<file path="src/rtl/tgtmv_pkg.sv">
package tgtmv_pkg;
  typedef enum logic [1:0] {
    ST_IDLE  = 2'd0,
    ST_FIRST = 2'd1,
    ST_MOVE  = 2'd2
  } tgtmv_state_e;

  localparam logic [2:0] PH_CMD = 3'b010;
endpackage

</file>
<file path="src/rtl/tgtmv_grp_decode.sv">
module tgtmv_grp_decode #(
  parameter int CNT_W = 24
) (
  input  logic [2:0]       grp,
  input  logic             vue_en,
  output logic             use_fixed,
  output logic [CNT_W-1:0] fixed_len
);
  always_comb begin
    use_fixed = 1'b0;
    fixed_len = '0;
    case (grp)
      3'd0: begin use_fixed = 1'b1;    fixed_len = CNT_W'(6);  end
      3'd1,
      3'd2: begin use_fixed = 1'b1;    fixed_len = CNT_W'(10); end
      3'd5: begin use_fixed = 1'b1;    fixed_len = CNT_W'(12); end
      3'd6: begin use_fixed = !vue_en; fixed_len = CNT_W'(6);  end
      3'd7: begin use_fixed = !vue_en; fixed_len = CNT_W'(10); end
      default: begin use_fixed = 1'b0; fixed_len = '0; end
    endcase
  end
endmodule

</file>
<file path="src/rtl/tgtmv_xfer_ctr.sv">
module tgtmv_xfer_ctr #(
  parameter int CNT_W  = 24,
  parameter int ADDR_W = 32
) (
  input  logic              clk,
  input  logic              rst_n,
  input  logic              ld_en,
  input  logic [CNT_W-1:0]  ld_cnt,
  input  logic [ADDR_W-1:0] ld_addr,
  input  logic              step_en,
  input  logic              ovr_en,
  input  logic [CNT_W-1:0]  ovr_cnt,
  output logic [CNT_W-1:0]  cnt,
  output logic [ADDR_W-1:0] addr
);
  logic [CNT_W-1:0] base_cnt;

  assign base_cnt = ovr_en ? ovr_cnt : cnt;

  always_ff @(posedge clk) begin
    if (!rst_n) begin
      cnt  <= '0;
      addr <= '0;
    end else if (ld_en) begin
      cnt  <= ld_cnt;
      addr <= ld_addr;
    end else if (step_en) begin
      cnt  <= base_cnt - 1'b1;
      addr <= addr + 1'b1;
    end
  end
endmodule

</file>
<file path="src/rtl/scsi_tgt_move_seq.sv">
module scsi_tgt_move_seq
  import tgtmv_pkg::*;
#(
  parameter int CNT_W  = 24,
  parameter int ADDR_W = 32
) (
  input  logic              clk,
  input  logic              rst_n,
  input  logic              is_target,
  input  logic              ins_valid,
  output logic              ins_ready,
  input  logic [2:0]        ins_phase,
  input  logic [CNT_W-1:0]  ins_count,
  input  logic [ADDR_W-1:0] ins_addr,
  input  logic              ins_vue_en,
  input  logic              ins_halt_defer,
  input  logic              rx_valid,
  output logic              rx_ready,
  input  logic [7:0]        rx_data,
  input  logic              atn,
  input  logic              par_err,
  output logic              phase_msg,
  output logic              phase_cd,
  output logic              phase_io,
  output logic [CNT_W-1:0]  cur_count,
  output logic [ADDR_W-1:0] cur_addr,
  output logic              done,
  output logic              irq_illegal,
  output logic              irq_halt
);
  tgtmv_state_e state_q, state_d;
  logic [2:0] phase_q;
  logic vue_q, defer_q, pend_q, pend_d;
  logic done_d, ill_d, halt_d;
  logic busy, halt_req, halt_now, rx_hs, first_hs, first_zero;
  logic ins_fire, start_ok, step_en, ovr_en, last_byte;
  logic use_fixed;
  logic [CNT_W-1:0] fixed_len;

  assign busy      = (state_q != ST_IDLE);
  assign halt_req  = atn | par_err;
  assign halt_now  = busy & halt_req & ~defer_q;
  assign ins_ready = (state_q == ST_IDLE);
  assign rx_ready  = busy & ~halt_now;
  assign rx_hs     = rx_valid & rx_ready;
  assign first_hs  = rx_hs & (state_q == ST_FIRST);
  assign ins_fire  = ins_valid & ins_ready;
  assign start_ok  = ins_fire & is_target &
                     ((ins_phase == PH_CMD) || (ins_count != '0));

  tgtmv_grp_decode #(.CNT_W(CNT_W)) u_grp (
    .grp       (rx_data[7:5]),
    .vue_en    (vue_q),
    .use_fixed (use_fixed),
    .fixed_len (fixed_len)
  );

  assign ovr_en     = first_hs & use_fixed;
  assign first_zero = first_hs & ~use_fixed & (cur_count == '0);
  assign step_en    = rx_hs & ~first_zero;
  assign last_byte  = step_en & ~ovr_en & (cur_count == CNT_W'(1));

  tgtmv_xfer_ctr #(.CNT_W(CNT_W), .ADDR_W(ADDR_W)) u_ctr (
    .clk     (clk),
    .rst_n   (rst_n),
    .ld_en   (start_ok),
    .ld_cnt  (ins_count),
    .ld_addr (ins_addr),
    .step_en (step_en),
    .ovr_en  (ovr_en),
    .ovr_cnt (fixed_len),
    .cnt     (cur_count),
    .addr    (cur_addr)
  );

  always_comb begin
    state_d = state_q;
    pend_d  = pend_q;
    done_d  = 1'b0;
    ill_d   = 1'b0;
    halt_d  = 1'b0;
    if (state_q == ST_IDLE) begin
      if (ins_fire) begin
        if (start_ok) begin
          state_d = (ins_phase == PH_CMD) ? ST_FIRST : ST_MOVE;
          pend_d  = 1'b0;
        end else begin
          ill_d = 1'b1;
        end
      end
    end else if (halt_now) begin
      halt_d  = 1'b1;
      state_d = ST_IDLE;
    end else begin
      if (halt_req) pend_d = 1'b1;
      if (first_zero) begin
        ill_d   = 1'b1;
        pend_d  = 1'b0;
        state_d = ST_IDLE;
      end else if (last_byte) begin
        done_d  = 1'b1;
        halt_d  = pend_d;
        state_d = ST_IDLE;
      end else if (first_hs) begin
        state_d = ST_MOVE;
      end
    end
  end

  always_ff @(posedge clk) begin
    if (!rst_n) begin
      state_q     <= ST_IDLE;
      phase_q     <= '0;
      vue_q       <= 1'b0;
      defer_q     <= 1'b0;
      pend_q      <= 1'b0;
      done        <= 1'b0;
      irq_illegal <= 1'b0;
      irq_halt    <= 1'b0;
    end else begin
      state_q     <= state_d;
      pend_q      <= pend_d;
      done        <= done_d;
      irq_illegal <= ill_d;
      irq_halt    <= halt_d;
      if (state_d == ST_IDLE) phase_q <= '0;
      else if (start_ok)      phase_q <= ins_phase;
      if (start_ok) begin
        vue_q   <= ins_vue_en;
        defer_q <= ins_halt_defer;
      end
    end
  end

  assign phase_msg = phase_q[2];
  assign phase_cd  = phase_q[1];
  assign phase_io  = phase_q[0];

  p_no_target_r1: assert property (@(posedge clk) disable iff (!rst_n)
    (ins_fire && !is_target) |=> (irq_illegal && ins_ready));
  p_idle_phase_r2: assert property (@(posedge clk) disable iff (!rst_n)
    ins_ready |-> ({phase_msg, phase_cd, phase_io} == 3'b000));
  p_phase_hold_r2: assert property (@(posedge clk) disable iff (!rst_n)
    busy |=> (!busy || $stable({phase_msg, phase_cd, phase_io})));
  p_grp5_len_r3: assert property (@(posedge clk) disable iff (!rst_n)
    (first_hs && rx_data[7:5] == 3'd5) |=> (cur_count == CNT_W'(11)));
  p_illegal_excl_r6: assert property (@(posedge clk) disable iff (!rst_n)
    !(done && irq_illegal));
  p_cnt_step_r7: assert property (@(posedge clk) disable iff (!rst_n)
    (state_q == ST_MOVE && rx_hs) |=> (cur_count == $past(cur_count) - 1'b1));
  p_addr_step_r7: assert property (@(posedge clk) disable iff (!rst_n)
    (rx_hs && !first_zero) |=> (cur_addr == $past(cur_addr) + 1'b1));
  p_done_pulse_r8: assert property (@(posedge clk) disable iff (!rst_n)
    done |=> !done);
  p_halt_now_r9: assert property (@(posedge clk) disable iff (!rst_n)
    halt_now |=> (irq_halt && !done && ins_ready));
  p_idle_no_rx_r11: assert property (@(posedge clk) disable iff (!rst_n)
    ins_ready |-> !rx_ready);
endmodule

</file>
<file path="config.mk">
export PLATFORM = sky130hd
export DESIGN_NAME = scsi_tgt_move_seq
export DESIGN_NICKNAME = d
export VERILOG_FILES = /design/src/rtl/tgtmv_pkg.sv /design/src/rtl/tgtmv_grp_decode.sv /design/src/rtl/tgtmv_xfer_ctr.sv /design/src/rtl/scsi_tgt_move_seq.sv
export SDC_FILE = /design/constraint.sdc
export NUM_CORES = 1
export LEC_CHECK = 0
export BUFFER_PORTS_ARGS = -buffer_cell sky130_fd_sc_hd__buf_4
export CAP_MARGIN = 20
export CORE_ASPECT_RATIO = 0.8
export CORE_MARGIN = 8
export CORE_UTILIZATION = 54
export DETAILED_ROUTE_END_ITERATION = 16
export HOLD_SLACK_MARGIN = 0.05
export PLACE_DENSITY_LB_ADDON = 0.05
export SLEW_MARGIN = 20
export SYNTH_ARGS = -nofsm -noshare
export SYNTH_HDL_FRONTEND = slang
export SYNTH_SLANG_ARGS = --single-unit
</file>
<file path="constraint.sdc">
create_clock -name clk -period 10.4 [get_ports clk]
set_clock_uncertainty 0.1 [all_clocks]
set_input_delay 1.56 -clock clk [delete_from_list [all_inputs] [get_ports clk]]
set_output_delay 1.56 -clock clk [all_outputs]
set_load 0.05 [all_outputs]
</file>
==> metrics.md <==
| Metric | Value |
|---|---|
| Status | `finished clean` |
| Vias/cell | `6.42` |
| Layout fillers | `633` |
| H-Tree Depth | `3` |
| Cell taking the most area after synthesis | `dfxtp_1` |
| Bufs on Longest Clock Path | `2` |
| FF/Latch Area | `1340 um2` |
| Top post-synthesis cells by area | `dfxtp_1, nand2_1, a21oi_1` |
| Min-Delay Path Depth | `2` |
| DRC viols | `0` |
| Final #Nets | `705` |
| I/O pins | `140` |
| GRT Total Usage | `0.263` |
| Via count | `4633` |
| # port buffers | `134` |
| Crit start category | `input port` |
| Antenna violations before repair | `0` |
| CP arrival | `4.63 ns` |
| Xor/xnor cell area share of the yosys netlist | `0.0395` |
| Post-synth EDFFs | `0` |
| Primary FF master, synth | `dfxtp_1` |
| DR pass1 iterations | `5` |
| Avg Inst Size Synth | `7.90 um2` |
| Syn Inst Count | `505` |
| Die height | `92.9 um` |
| Top cell type's share of synthesized area | `0.336` |
| Fin crit period | `4.46 ns` |
| Largest family of logic cells by synthesized area | `simple AND/OR/NAND/NOR gates` |
| Worst R2R End | `u_ctr.cnt[6]$_SDFFE_PN0P_` |
| Mux share of post-synthesis cell area | `0.0135` |
| Internal reg-to-reg setup slack | `6.89 ns` |
| GP Congestion | `0.873` |
| Initial Util | `0.548` |
| WL/cell | `19.2 um` |
| Number of diodes | `0` |
| Post-synthesis sequential area ratio | `0.336` |
| Rows | `28` |
| Pin count of the biggest net entering global routing | `37` |
| Post-synth design cell area | `3990 um2` |
| Compound-Gate Fraction of Synth Area | `0.258` |
| Final core occ | `0.711` |
| Setup CP Type | `input port to flip-flop` |
| Synth Register Bits | `67` |
| GRT overflow | `0` |
| Drt initial violations | `485` |
| Setup_tns | `0 ns` |
| Period utilisation layout | `0.429` |
| CTS Hold Bufs | `0` |
| Clk sinks | `67` |
| WHS Endpoint | `vue_q$_SDFFE_PN0P_` |
| Clock-pin slew on the worst setup and hold paths | `0.07 ns` |
| HP Start | `vue_q$_SDFFE_PN0P_` |
| Final Cell Area | `5180 um2` |
| Slew headroom | `0.312` |
| Syn Nets | `583` |
| First-pass GRT wire length | `22300 um` |
| CP Capture Type | `flip-flop` |
| Core Region | `7290 um2` |
| Worst vdd ir | `0.0000825 V` |
| Achievable Freq | `224 MHz` |
| DP Area | `4990 um2` |
| Post-synthesis simple-gate area fraction | `0.302` |
| Post-cts gate resize count | `0` |
| WL final | `13800 um` |
| Power per cell area | `133 nW/um2` |
| Die Width | `112 um` |
| Total CTS buffers | `9` |
| Required time of the critical path | `10.57 ns` |
| Area of the multi-input gates | `2490 um2` |
| Final Max Tran Viols | `0` |
| CTS Root Cell | `clkbuf_8` |
| Vias in the first global route | `4446` |
| Post-Synth Adder-Cell Area | `0.00627` |
| # Post-CTS Setup Buffers | `0` |
| Yosys warns | `0` |
| Share of flip-flops with an asynchronous set or reset | `0` |
| Hold crit path type | `flip-flop to flip-flop` |
| Max Cap Violations | `0` |
| Tightest Pin Transition | `1.03 ns` |
| Crit-path max FO | `15` |
| Worst Reg-to-Reg Cells | `6` |
| Layout area overhead | `29.9%` |
| Final setup viols | `0` |
| CTS tree | `yes` |
| Cell variety after synth | `68` |
| Hpwl dp | `10100 um` |
| Final Hold Vio Count | `0` |
| Synth top cells by count | `nand2_1, dfxtp_1, a21oi_1` |
| Most frequent cell after synthesis | `nand2_1` |
| Worst skew pair latency | `0.35 ns` |
| Static leakage | `2.05 nW` |
| Critical R2R Launch | `u_ctr.cnt[17]$_SDFFE_PN0P_` |
| Antenna-violating nets left | `0` |
| RSZ-0062 raised after global routing | `false` |
| Die area | `10400 um2` |
| Layout cell share with drive strength beyond 1 | `0.267` |
## layout make-up
type / count / area share
clock buffers: 14 / 0.0314
clock inverters: 2 / 0.00193
inverters: 5 / 0.00362
multi-input cells: 404 / 0.480
flip-flops and latches: 67 / 0.259
well taps: 90 / 0.0217
repair buffers: 140 / 0.203
## cell families (layout without fill, tap and decap cells)
| kind of cell | count (synthesis) | after routing |
|---|---|---|
| xor gates and xnor gates | 18 | 18 |
| and+or+nand+nor | 227 | 227 |
| AOI/OAI and AO/OA | 152 | 152 |
| DFF | 67 | 67 |
| muxes | 5 | 5 |
| adders and majority gates | 2 | 2 |
| buffers and inverters | 34 | 161 |
## per-stage QoR
stage	instances	worst slack, ns	power [mW]	hold slack [ns]
detailed placement	706	5.65	0.492	0.342
floorplan	505	5.90	0.422	0.331
global route	722	5.72	0.718	0.380
CTS	722	6.00	0.688	0.351
global placement	706	5.71	0.487	0.344
finish	722	5.94	0.690	0.348
## state kept, by name, summed over array words and instances, names as in the netlist
signal	count
irq_illegal	1
pend_q	1
state_q	2
u_ctr.cnt	24
defer_q	1
done	1
phase_q	3
vue_q	1
u_ctr.addr	32
irq_halt	1
## report_power, final
group	leakage (nW)	internal, mW	switching (mW)
clock network	0.0905	0.0992	0.101
logic	1.41	0.0742	0.125
registers	0.548	0.271	0.0202
## worst max path at each step
stage                                 endpoint  slack (ns)       start
floorplan           u_ctr.cnt[16]$_SDFFE_PN0P_        5.90  rx_data[5]
global placement    u_ctr.cnt[22]$_SDFFE_PN0P_        5.71  rx_data[5]
detailed placement  u_ctr.cnt[22]$_SDFFE_PN0P_        5.65  rx_data[5]
CTS                 u_ctr.cnt[22]$_SDFFE_PN0P_        6.00  rx_data[5]
global route        u_ctr.cnt[22]$_SDFFE_PN0P_        5.72  rx_data[5]
finish              u_ctr.cnt[22]$_SDFFE_PN0P_        5.94  rx_data[5]
## critical path: stages
cell,delay [ns]
buf_4,0.12
mux2_2,0.35
a2111oi_2,0.29
buf_4,0.26
mux2i_1,0.23
ha_1,0.27
or4b_1,0.60
nor3_1,0.24
nand2_1,0.10
nor3_1,0.29
a32oi_1,0.16
o22ai_1,0.17
## metal layers
metal  GRT usage  vias up  routed length, um
met1       0.341     2195               5980
met3      0.0852       18               1390
met2       0.410      248               6300
li1            -     2172                  -
met4      0.0705        0                165
met5           0        -                  0
## placed cells by master, fill, tap and decap left out, types with 8 or more instances in the layout
| cell | instances |
|---|---|
| xnor2_1 | 14 |
| clkbuf_8 | 11 |
| nand3_1 | 15 |
| nand2_1 | 70 |
| a21oi_1 | 41 |
| a221o_1 | 8 |
| nor2_1 | 30 |
| nor4_1 | 27 |
| o22ai_1 | 12 |
| dfxtp_1 | 67 |
| buf_4 | 140 |
| o21ai_0 | 25 |
| nand4_1 | 11 |
| nor3_1 | 22 |
Note: power is estimated with default switching activity, not from simulation.
